===== config.mk =====
export PLATFORM = sky130hd
export DESIGN_NAME = uart_txempty_irq
export DESIGN_NICKNAME = d
export VERILOG_FILES = /design/src/rtl/uart_thre_pkg.sv /design/src/rtl/txq_fifo.sv /design/src/rtl/tx_serializer.sv /design/src/rtl/thre_irq_ctrl.sv /design/src/rtl/uart_txempty_irq.sv
export SDC_FILE = /design/constraint.sdc
export NUM_CORES = 1
export LEC_CHECK = 0
export CORE_ASPECT_RATIO = 1.25
export CORE_MARGIN = 5
export CORE_UTILIZATION = 50
export DETAILED_ROUTE_END_ITERATION = 7
export GPL_TIMING_DRIVEN = 0
export PLACE_DENSITY = 0.73
export SYNTH_ARGS = -nofsm -noshare
export SYNTH_HDL_FRONTEND = slang
export SYNTH_HIERARCHICAL = 1
export SYNTH_SLANG_ARGS = --single-unit

===== constraint.sdc =====
create_clock -name clk -period 5.82 [get_ports clk]
set_input_delay 1.164 -clock clk [delete_from_list [all_inputs] [get_ports clk]]
set_output_delay 1.164 -clock clk [all_outputs]
set_load 0.02 [all_outputs]

===== src/rtl/uart_thre_pkg.sv =====
package uart_thre_pkg;
  localparam logic [3:0] IID_NONE = 4'b0001;
  localparam logic [3:0] IID_THRE = 4'b0010;

  typedef enum logic {
    SER_IDLE = 1'b0,
    SER_BUSY = 1'b1
  } ser_state_e;
endpackage


===== src/rtl/txq_fifo.sv =====
module txq_fifo #(
  parameter int W     = 8,
  parameter int DEPTH = 16
) (
  input  logic                       clk,
  input  logic                       rst,
  input  logic                       push,
  input  logic [W-1:0]               din,
  input  logic                       pop,
  output logic [W-1:0]               head,
  output logic [$clog2(DEPTH+1)-1:0] count
);
  localparam int AW = $clog2(DEPTH);
  localparam int CW = $clog2(DEPTH + 1);

  logic [W-1:0]  mem [DEPTH];
  logic [AW-1:0] wr_ptr, rd_ptr;
  logic          push_ok, pop_ok;

  assign push_ok = push && (count != CW'(DEPTH));
  assign pop_ok  = pop && (count != '0);
  assign head    = mem[rd_ptr];

  // storage without reset so it can map onto RAM
  always_ff @(posedge clk) begin
    if (push_ok) mem[wr_ptr] <= din;
  end

  always_ff @(posedge clk) begin
    if (rst) begin
      wr_ptr <= '0;
      rd_ptr <= '0;
      count  <= '0;
    end else begin
      if (push_ok) wr_ptr <= wr_ptr + 1'b1;
      if (pop_ok)  rd_ptr <= rd_ptr + 1'b1;
      case ({push_ok, pop_ok})
        2'b10:   count <= count + 1'b1;
        2'b01:   count <= count - 1'b1;
        default: count <= count;
      endcase
    end
  end
endmodule


===== src/rtl/tx_serializer.sv =====
module tx_serializer
  import uart_thre_pkg::*;
#(
  parameter int W   = 8,
  parameter int TPB = 16
) (
  input  logic         clk,
  input  logic         rst,
  input  logic         load,
  input  logic [W-1:0] din,
  input  logic         baud_tick,
  output logic         busy,
  output logic         txd
);
  localparam int FW  = W + 2;
  localparam int BIW = $clog2(FW);
  localparam int TW  = $clog2(TPB);

  ser_state_e     state;
  logic [W:0]     frame;
  logic [BIW-1:0] bit_idx;
  logic [TW-1:0]  tick_cnt;

  assign busy = (state == SER_BUSY);

  always_ff @(posedge clk) begin
    if (rst) begin
      state    <= SER_IDLE;
      frame    <= '1;
      bit_idx  <= '0;
      tick_cnt <= '0;
      txd      <= 1'b1;
    end else if (load && state == SER_IDLE) begin
      state    <= SER_BUSY;
      frame    <= {1'b1, din};
      bit_idx  <= '0;
      tick_cnt <= '0;
      txd      <= 1'b0;
    end else if (state == SER_BUSY && baud_tick) begin
      if (tick_cnt == TW'(TPB - 1)) begin
        tick_cnt <= '0;
        if (bit_idx == BIW'(FW - 1)) begin
          state <= SER_IDLE;
          txd   <= 1'b1;
        end else begin
          bit_idx <= bit_idx + 1'b1;
          txd     <= frame[0];
          frame   <= {1'b1, frame[W:1]};
        end
      end else begin
        tick_cnt <= tick_cnt + 1'b1;
      end
    end
  end
endmodule


===== src/rtl/thre_irq_ctrl.sv =====
module thre_irq_ctrl #(
  parameter int DLY = 144
) (
  input  logic clk,
  input  logic rst,
  input  logic hold_empty,
  input  logic occ_ge2,
  input  logic wr_en,
  input  logic iid_rd,
  input  logic irq_en,
  input  logic baud_tick,
  output logic pend
);
  localparam int DW = $clog2(DLY);

  logic          prev_he;
  logic          armed;
  logic          waiting;
  logic [DW-1:0] dly_cnt;
  logic          ev, dly_done, set_now, rd_clr;

  always_comb begin
    ev       = hold_empty && !prev_he;
    dly_done = waiting && hold_empty && baud_tick && (dly_cnt == DW'(DLY - 1));
    set_now  = ev ? armed : dly_done;
    rd_clr   = iid_rd && irq_en && pend;
  end

  always_ff @(posedge clk) begin
    if (rst) begin
      prev_he <= 1'b1;
      armed   <= 1'b0;
      waiting <= 1'b1;
      dly_cnt <= '0;
      pend    <= 1'b0;
    end else begin
      prev_he <= hold_empty;
      if (ev) begin
        armed   <= 1'b0;
        waiting <= !armed;
        dly_cnt <= '0;
      end else begin
        if (occ_ge2) armed <= 1'b1;
        if (waiting) begin
          if (!hold_empty) begin
            waiting <= 1'b0;
          end else if (baud_tick) begin
            if (dly_cnt == DW'(DLY - 1)) waiting <= 1'b0;
            else                         dly_cnt <= dly_cnt + 1'b1;
          end
        end
      end
      if (wr_en)        pend <= 1'b0;
      else if (set_now) pend <= 1'b1;
      else if (rd_clr)  pend <= 1'b0;
    end
  end
endmodule


===== src/rtl/uart_txempty_irq.sv =====
module uart_txempty_irq
  import uart_thre_pkg::*;
#(
  parameter int DATA_W        = 8,
  parameter int FIFO_DEPTH    = 16,
  parameter int TICKS_PER_BIT = 16
) (
  input  logic              clk,
  input  logic              rst,
  input  logic              wr_en,
  input  logic [DATA_W-1:0] wr_data,
  input  logic              iid_rd,
  input  logic              irq_en,
  input  logic              baud_tick,
  output logic              txd,
  output logic              hold_empty,
  output logic              xmit_empty,
  output logic              irq,
  output logic [3:0]        iid
);
  localparam int CW        = $clog2(FIFO_DEPTH + 1);
  localparam int DLY_TICKS = TICKS_PER_BIT * (DATA_W + 1);

  logic [CW-1:0]     count;
  logic [DATA_W-1:0] head;
  logic              busy, load, pend;

  assign load       = !busy && (count != '0);
  assign hold_empty = (count == '0);
  assign xmit_empty = hold_empty && !busy;
  assign irq        = pend && irq_en;
  assign iid        = irq ? IID_THRE : IID_NONE;

  txq_fifo #(.W(DATA_W), .DEPTH(FIFO_DEPTH)) u_fifo (
    .clk(clk), .rst(rst), .push(wr_en), .din(wr_data),
    .pop(load), .head(head), .count(count)
  );

  tx_serializer #(.W(DATA_W), .TPB(TICKS_PER_BIT)) u_ser (
    .clk(clk), .rst(rst), .load(load), .din(head),
    .baud_tick(baud_tick), .busy(busy), .txd(txd)
  );

  thre_irq_ctrl #(.DLY(DLY_TICKS)) u_irq (
    .clk(clk), .rst(rst), .hold_empty(hold_empty),
    .occ_ge2(count >= CW'(2)), .wr_en(wr_en), .iid_rd(iid_rd),
    .irq_en(irq_en), .baud_tick(baud_tick), .pend(pend)
  );
endmodule


=== Yosys cells after proc, flatten, opt, wreduce, memory -nomap -nowiden ===
Memory sizes are Yosys's and may differ from the RTL's. A register that Yosys moved wholly into a read port is not among the register bits.
Cells that the tools add are included.

* Memories kept: 1
* Bits in registers: 43
* Word-level logic and storage cells: 90
* Input port bits: 14
* Output and inout port bits: 8
* Memory bits (writable): 128

* Magnitude comparators: 1
* Add/subtract/negate cells: 7
* Multiplexer cells: 27
* Reduce and logical (&&, ||, !) cells: 31
* Bitwise logic cells: 3
* Eq/ne operators: 7

{| class="wikitable"
|+ Memory list
! name !! depth !! width !! rd ports !! clocked after Yosys merged registers in !! write ports !! line !! text
|-
| u_fifo.mem || 16 || 8 || 1 || 1 || 1 || txq_fifo.sv:16 || <nowiki>logic [W-1:0] mem [DEPTH];</nowiki>
|}

{| class="wikitable"
|+ Operators by type and width
! cell !! count
|-
| 8-bit 2-to-1 mux || 4
|-
| 1-bit 2-to-1 mux || 18
|-
| 4-bit by 1-bit adder with 4-bit output (second input constant) || 4
|-
| 1-bit logical AND || 13
|-
| 4-bit 2-to-1 mux || 3
|-
| 5-bit case mux with 2 select lines || 1
|-
| 2-bit nonzero test || 5
|-
| 3-bit AND reduction || 3
|-
| 8-bit by 1-bit adder with 8-bit output (second input constant) || 1
|-
| 4-bit equality test (second input constant) || 2
|-
| 8-bit equality test (second input constant) || 1
|-
| 2-bit OR reduction || 3
|-
| 5-bit by 1-bit adder with 5-bit output (second input constant) || 1
|-
| 5-bit by 2-bit >= comparator with 1-bit output (second input constant) || 1
|-
| 5-bit logical NOT || 1
|-
| 5-bit != test (second input constant) || 1
|-
| 5-bit nonzero test || 1
|-
| 5-bit by 1-bit subtractor with 5-bit output (second input constant) || 1
|-
| 4-bit AND reduction || 1
|-
| 1-bit logical NOT || 3
|-
| 1-bit NOT || 3
|-
| 2-bit by 1-bit equality test with 1-bit output (second input constant) || 1
|-
| 2-bit equality test (second input constant) || 1
|-
| 2-bit 2-to-1 mux || 1
|-
| other kinds (2) || 2
|}

=== Longest topological paths before layout ===
* Depth after elaboration: 6
* Depth in mapped cells: 12
* Mapped depth without buffers: 11

=== By module ===
The synthesis kept the hierarchy.

{| class="wikitable"
|+ Modules (own cells, without submodules)
! module !! sequential area each (um^2) !! cells an instance !! instances !! area each (um^2)
|-
| txq_fifo || 4184.0 || 324 || 1 || 5840.6
|-
| tx_serializer || 360.3 || 111 || 1 || 925.9
|-
| thre_irq_ctrl || 240.2 || 62 || 1 || 580.6
|-
| uart_txempty_irq || 0.0 || 10 || 1 || 63.8
|}

=== Worst setup path before layout ===
OpenSTA, ideal clock, no wires.

* Kind: input port to output port
* Start: in irq_en
* End: out iid[1]
* Setup slack: 2975 ps
* Buffers on the path: 1
* Cell stages on the path: 3
* Arrival: 1681 ps
* Data required time: 4656 ps
* Cell sequence: nand2_1 > inv_1 > buf_4

* Longest elaborated chain between the ends: 2

{| class="wikitable"
|+ Ends and longest elaborated chain
! what !! line !! text
|-
| start, declared || uart_txempty_irq.sv:13 || <nowiki>input logic irq_en,</nowiki>
|-
| 1-bit logical AND || uart_txempty_irq.sv:31 || <nowiki>assign irq = pend && irq_en;</nowiki>
|-
| net irq || uart_txempty_irq.sv:18 || <nowiki>output logic irq,</nowiki>
|-
| 2-bit 2-to-1 mux || uart_txempty_irq.sv:32 || <nowiki>assign iid = irq ? IID_THRE : IID_NONE;</nowiki>
|-
| end, declared || uart_txempty_irq.sv:19 || <nowiki>output logic [3:0] iid</nowiki>
|}

The timed path passes the listed nets, and every way through them passes these cells.

=== Worst setup path in the final report ===
* Start: reg u_fifo.count[4]
* End: out hold_empty

* Longest elaborated chain between the ends: 1

{| class="wikitable"
|+ Ends and longest elaborated chain
! what !! line !! text
|-
| start, declared || txq_fifo.sv:11 || <nowiki>output logic [$clog2(DEPTH+1)-1:0] count</nowiki>
|-
| start signal, assigned || txq_fifo.sv:38 || <nowiki>2'b10: count <= count + 1'b1;</nowiki>
|-
| start signal, assigned || txq_fifo.sv:39 || <nowiki>2'b01: count <= count - 1'b1;</nowiki>
|-
| start signal, assigned || txq_fifo.sv:40 || <nowiki>default: count <= count;</nowiki>
|-
| 5-bit logical NOT || uart_txempty_irq.sv:29 || <nowiki>assign hold_empty = (count == '0);</nowiki>
|-
| end, declared || uart_txempty_irq.sv:16 || <nowiki>output logic hold_empty,</nowiki>
|}

No other way between the ends.

==> results.sh <==
export IMPL_skew_ns=0.006865
export IMPL_root_buffer="clkbuf_16"
export IMPL_rows=49
export IMPL_cts_repair_resized=0
export IMPL_wl_per_cell_um=20.09
export IMPL_fillers=1118
export IMPL_power_frac_comb_pct=27.7
export IMPL_p_sw_share_pct=31.64
export IMPL_synthCells=507
export IMPL_dp_hpwl_um=9887
export IMPL_crit_path_top_delay_cell="clkdlybuf4s50_1"
export IMPL_synth_async_reset_ratio_pct=0
export IMPL_cp_top_family="simple AND/OR/NAND/NOR gates"
export IMPL_seq_power_share_pct=41.3
export IMPL_clk_pin_slew_ns=0.07
export IMPL_h_tree_depth=4
export IMPL_worstMarginPinSlew_ns=1.297
export IMPL_worst_path_buf_inv=1
export IMPL_grt_usage_pct=17.96
export IMPL_min_path_type="reg2reg"
export IMPL_cts_buffers=17
export IMPL_die_area_um2=17370
export IMPL_slew_viol_final=0
export IMPL_p_clk_share_pct=31.0
export IMPL_wl_um=14820
export IMPL_fin_area_um2=8427
export IMPL_via_count=4419
export IMPL_max_stage_delay_ns=0.69
export IMPL_start_kind="flop"
export IMPL_critical_path_class="reg2out"
export IMPL_grt_start_max_net_pins=19
export IMPL_power_internal_mw=2.488
export IMPL_place_area_um2=7828
export IMPL_hold_slack_ns=0.4924
export IMPL_path_cells="or4_4 > nor2_1 > clkdlybuf4s50_1"
export IMPL_antenna_left=0
export IMPL_io_pins=22
export IMPL_rsz0062_at_grt="no"
export IMPL_p_switching_mw=1.152
export IMPL_status="finished, final reports clean"
export IMPL_leakage_nw=2.773
export IMPL_fin_setup_tns_ns=0
export IMPL_clk_latency_ns=0.43
export IMPL_n_antenna_cell=0
export IMPL_vias_per_cell=5.988
export IMPL_synth_edff_count=128
export IMPL_die_w_um=118.9
export IMPL_grt_pass1_wl_um=23980
export IMPL_syn_area_um2=7411
export IMPL_min_period_over_period_pct=62.52
export IMPL_setup_violations_final=0
export IMPL_drt_pass1_iterations=5
export IMPL_irDropWorstVdd_v=0.0002370
export IMPL_cts_tree="built"
export IMPL_cp_required_ns=4.66
export IMPL_clk_path_buf_depth=2
export IMPL_gp_congestion=0.7849
export IMPL_holdBufCountCts=0
export IMPL_start_util_pct=51.22
export IMPL_period_minus_slack_ns=3.639
export IMPL_synth_avg_cell_area_um2=14.62
export IMPL_grt_pass1_vias=4445
export IMPL_cts_sinks=175
export IMPL_cp_end_kind="output pin"
export IMPL_fmax_mhz=274.8
export IMPL_preCtsSetupSlack_ns=2.109
export IMPL_fp_dieH_um=146.1
export IMPL_yosys_warnings=6
export IMPL_final_nets=573
export IMPL_setup_slack_ns=2.181
export IMPL_synth_cell_types=56
export IMPL_power_density_nw_per_um2=431.9
export IMPL_grt_overflow_total=0
export IMPL_hold_viol=0
export IMPL_port_buffers=19
export IMPL_slew_headroom_pct=12.89
export IMPL_antenna_found_initial=0
export IMPL_core_area_um2=14470
export IMPL_ys_seq_elements=175
export IMPL_dr_first_iter_drc_count=420
export IMPL_layout_drive_gt1_share_pct=16.61
export IMPL_synth_main_ff_cell="edfxtp_1"
export IMPL_drc=0
export IMPL_post_cts_buffers=0
export IMPL_syn2layout_area_growth_pct=13.71
export IMPL_finish_utilization_pct=58.24
export IMPL_path_max_fanout=9
export IMPL_maxCapViolations=0
export IMPL_cp_arrival_ns=2.47
export IMPL_ys_seq_area_share_pct=64.56
[synthesized netlist by cell type, drive strengths merged, types with 11 or more instances]
library cell  number  area [um2]
edfxtp           128        3844
dfxtp             47       940.9
nor2              43       161.4
mux4              32       720.7
nand2             26       97.59
nand3             17       95.09
a21oi             16       80.08
a22oi             16       120.1
clkbuf            16       61.30
nand4             16       100.1
buf               15       92.59
o211ai            13       111.4
ha                12       150.1
nor3              12       60.06
inv               11       41.29
[worst paths after layout]
| path | start | to | slack (ns) | cells after the start |
|---|---|---|---|---|
| min reg2reg | u_ser/txd | u_ser/txd | 0.49 | 2 |
| max | u_fifo/count[4] | hold_empty | 2.18 | 3 |
| min | u_ser/txd | u_ser/txd | 0.49 | 2 |
| max reg2reg | u_fifo/count[4] | u_fifo/count[2] | 2.72 | 11 |
[per-stage QoR]
stage	total power, mW	instances
after floorplan	2.272	508
after detailed placement	2.542	705
after CTS	3.670	737
after global routing	3.846	738
final	3.640	738
after global placement	2.506	705
[layout make-up]
class	count	area, um2	share of cell area [%]
Sequential cell	175	4785	56.78
Clock inverter	15	168.9	2.004
Timing Repair Buffer	20	195.2	2.316
Buffer	31	153.9	1.826
Clock buffer	17	425.4	5.048
Tap cell	178	222.7	2.643
Multi-Input combinational cell	291	2435	28.89
Inverter	11	41.29	0.4900
[power by group through the flow]
stage	Combinational [mW]	Clock [mW]	Sequential, mW
after floorplan	0.758	0	1.51
after global placement	0.982	0	1.52
after detailed placement	1.01	0	1.53
after CTS	1.02	1.15	1.50
after global routing	1.12	1.21	1.52
final	1.01	1.13	1.50
[routing by layer]
layer  GRT usage [%]  up-vias  share of wire [%]  wire length [um]
met5               0        -                  0                 0
met4           5.043        0                1.0               149
met3           4.952       13                5.5               814
met2           30.38      131                 52              7753
met1           22.80     2216                 41              6105
li1                -     2059                  -                 -
[registers in the layout, indices dropped and copies added (netlist names), named ones only]
name / count
u_fifo/mem: 128
u_irq/dly_cnt: 8
u_ser/frame: 8
u_fifo/count: 5
u_fifo/rd_ptr: 4
u_fifo/wr_ptr: 4
u_ser/bit_idx: 4
u_ser/tick_cnt: 4
u_irq/armed: 1
u_irq/pend: 1
u_irq/prev_he: 1
u_irq/waiting: 1
u_ser/busy: 1
u_ser/txd: 1
[cells by family after synthesis]
family	Yosys count	synth area share, %
compound gates	75	7.750
xor+xnor	16	1.891
fa+ha+maj	12	2.026
buf+inv	42	2.634
flops	175	64.56
mux	37	10.40
other cells	1	0.05060
simple gates	149	10.69
[cells in the final DEF (no fill, tap or decap), types with 3 or more instances in the layout]
cell             instances
inv_8                    6
clkbuf_16               17
xnor2_1                  8
clkdlybuf4s50_1         19
buf_2                    9
dfxtp_1                 47
mux2i_1                  5
a2111oi_2                3
o21a_1                   4
and3_1                   3
nand3_1                 15
or4_1                    4
buf_4                    3
inv_1                   11
or3_1                    4
a21oi_1                 16
edfxtp_1               128
nand4_1                 16
nor2b_1                  4
o21ai_0                  3
nand2b_1                 5
ha_1                    12
xor2_1                   8
nor3_1                  12
inv_6                    4
nor2_1                  43
a31oi_1                  3
o211ai_1                12
mux4_2                  32
nand2_1                 26
a211oi_1                 4
clkbuf_1                15
o31ai_1                  3
a22oi_1                 16
[tightest hold or removal path, delay by kind of cell, from the launching register on]
| family | cells | cell delay [ns] |
|---|---|---|
| flip-flops | 1 | 0.32 |
| AO/OA/AOI/OAI | 1 | 0.07 |
| AND/OR/NAND/NOR | 1 | 0.06 |
Note: power is estimated with default switching activity, not from simulation.
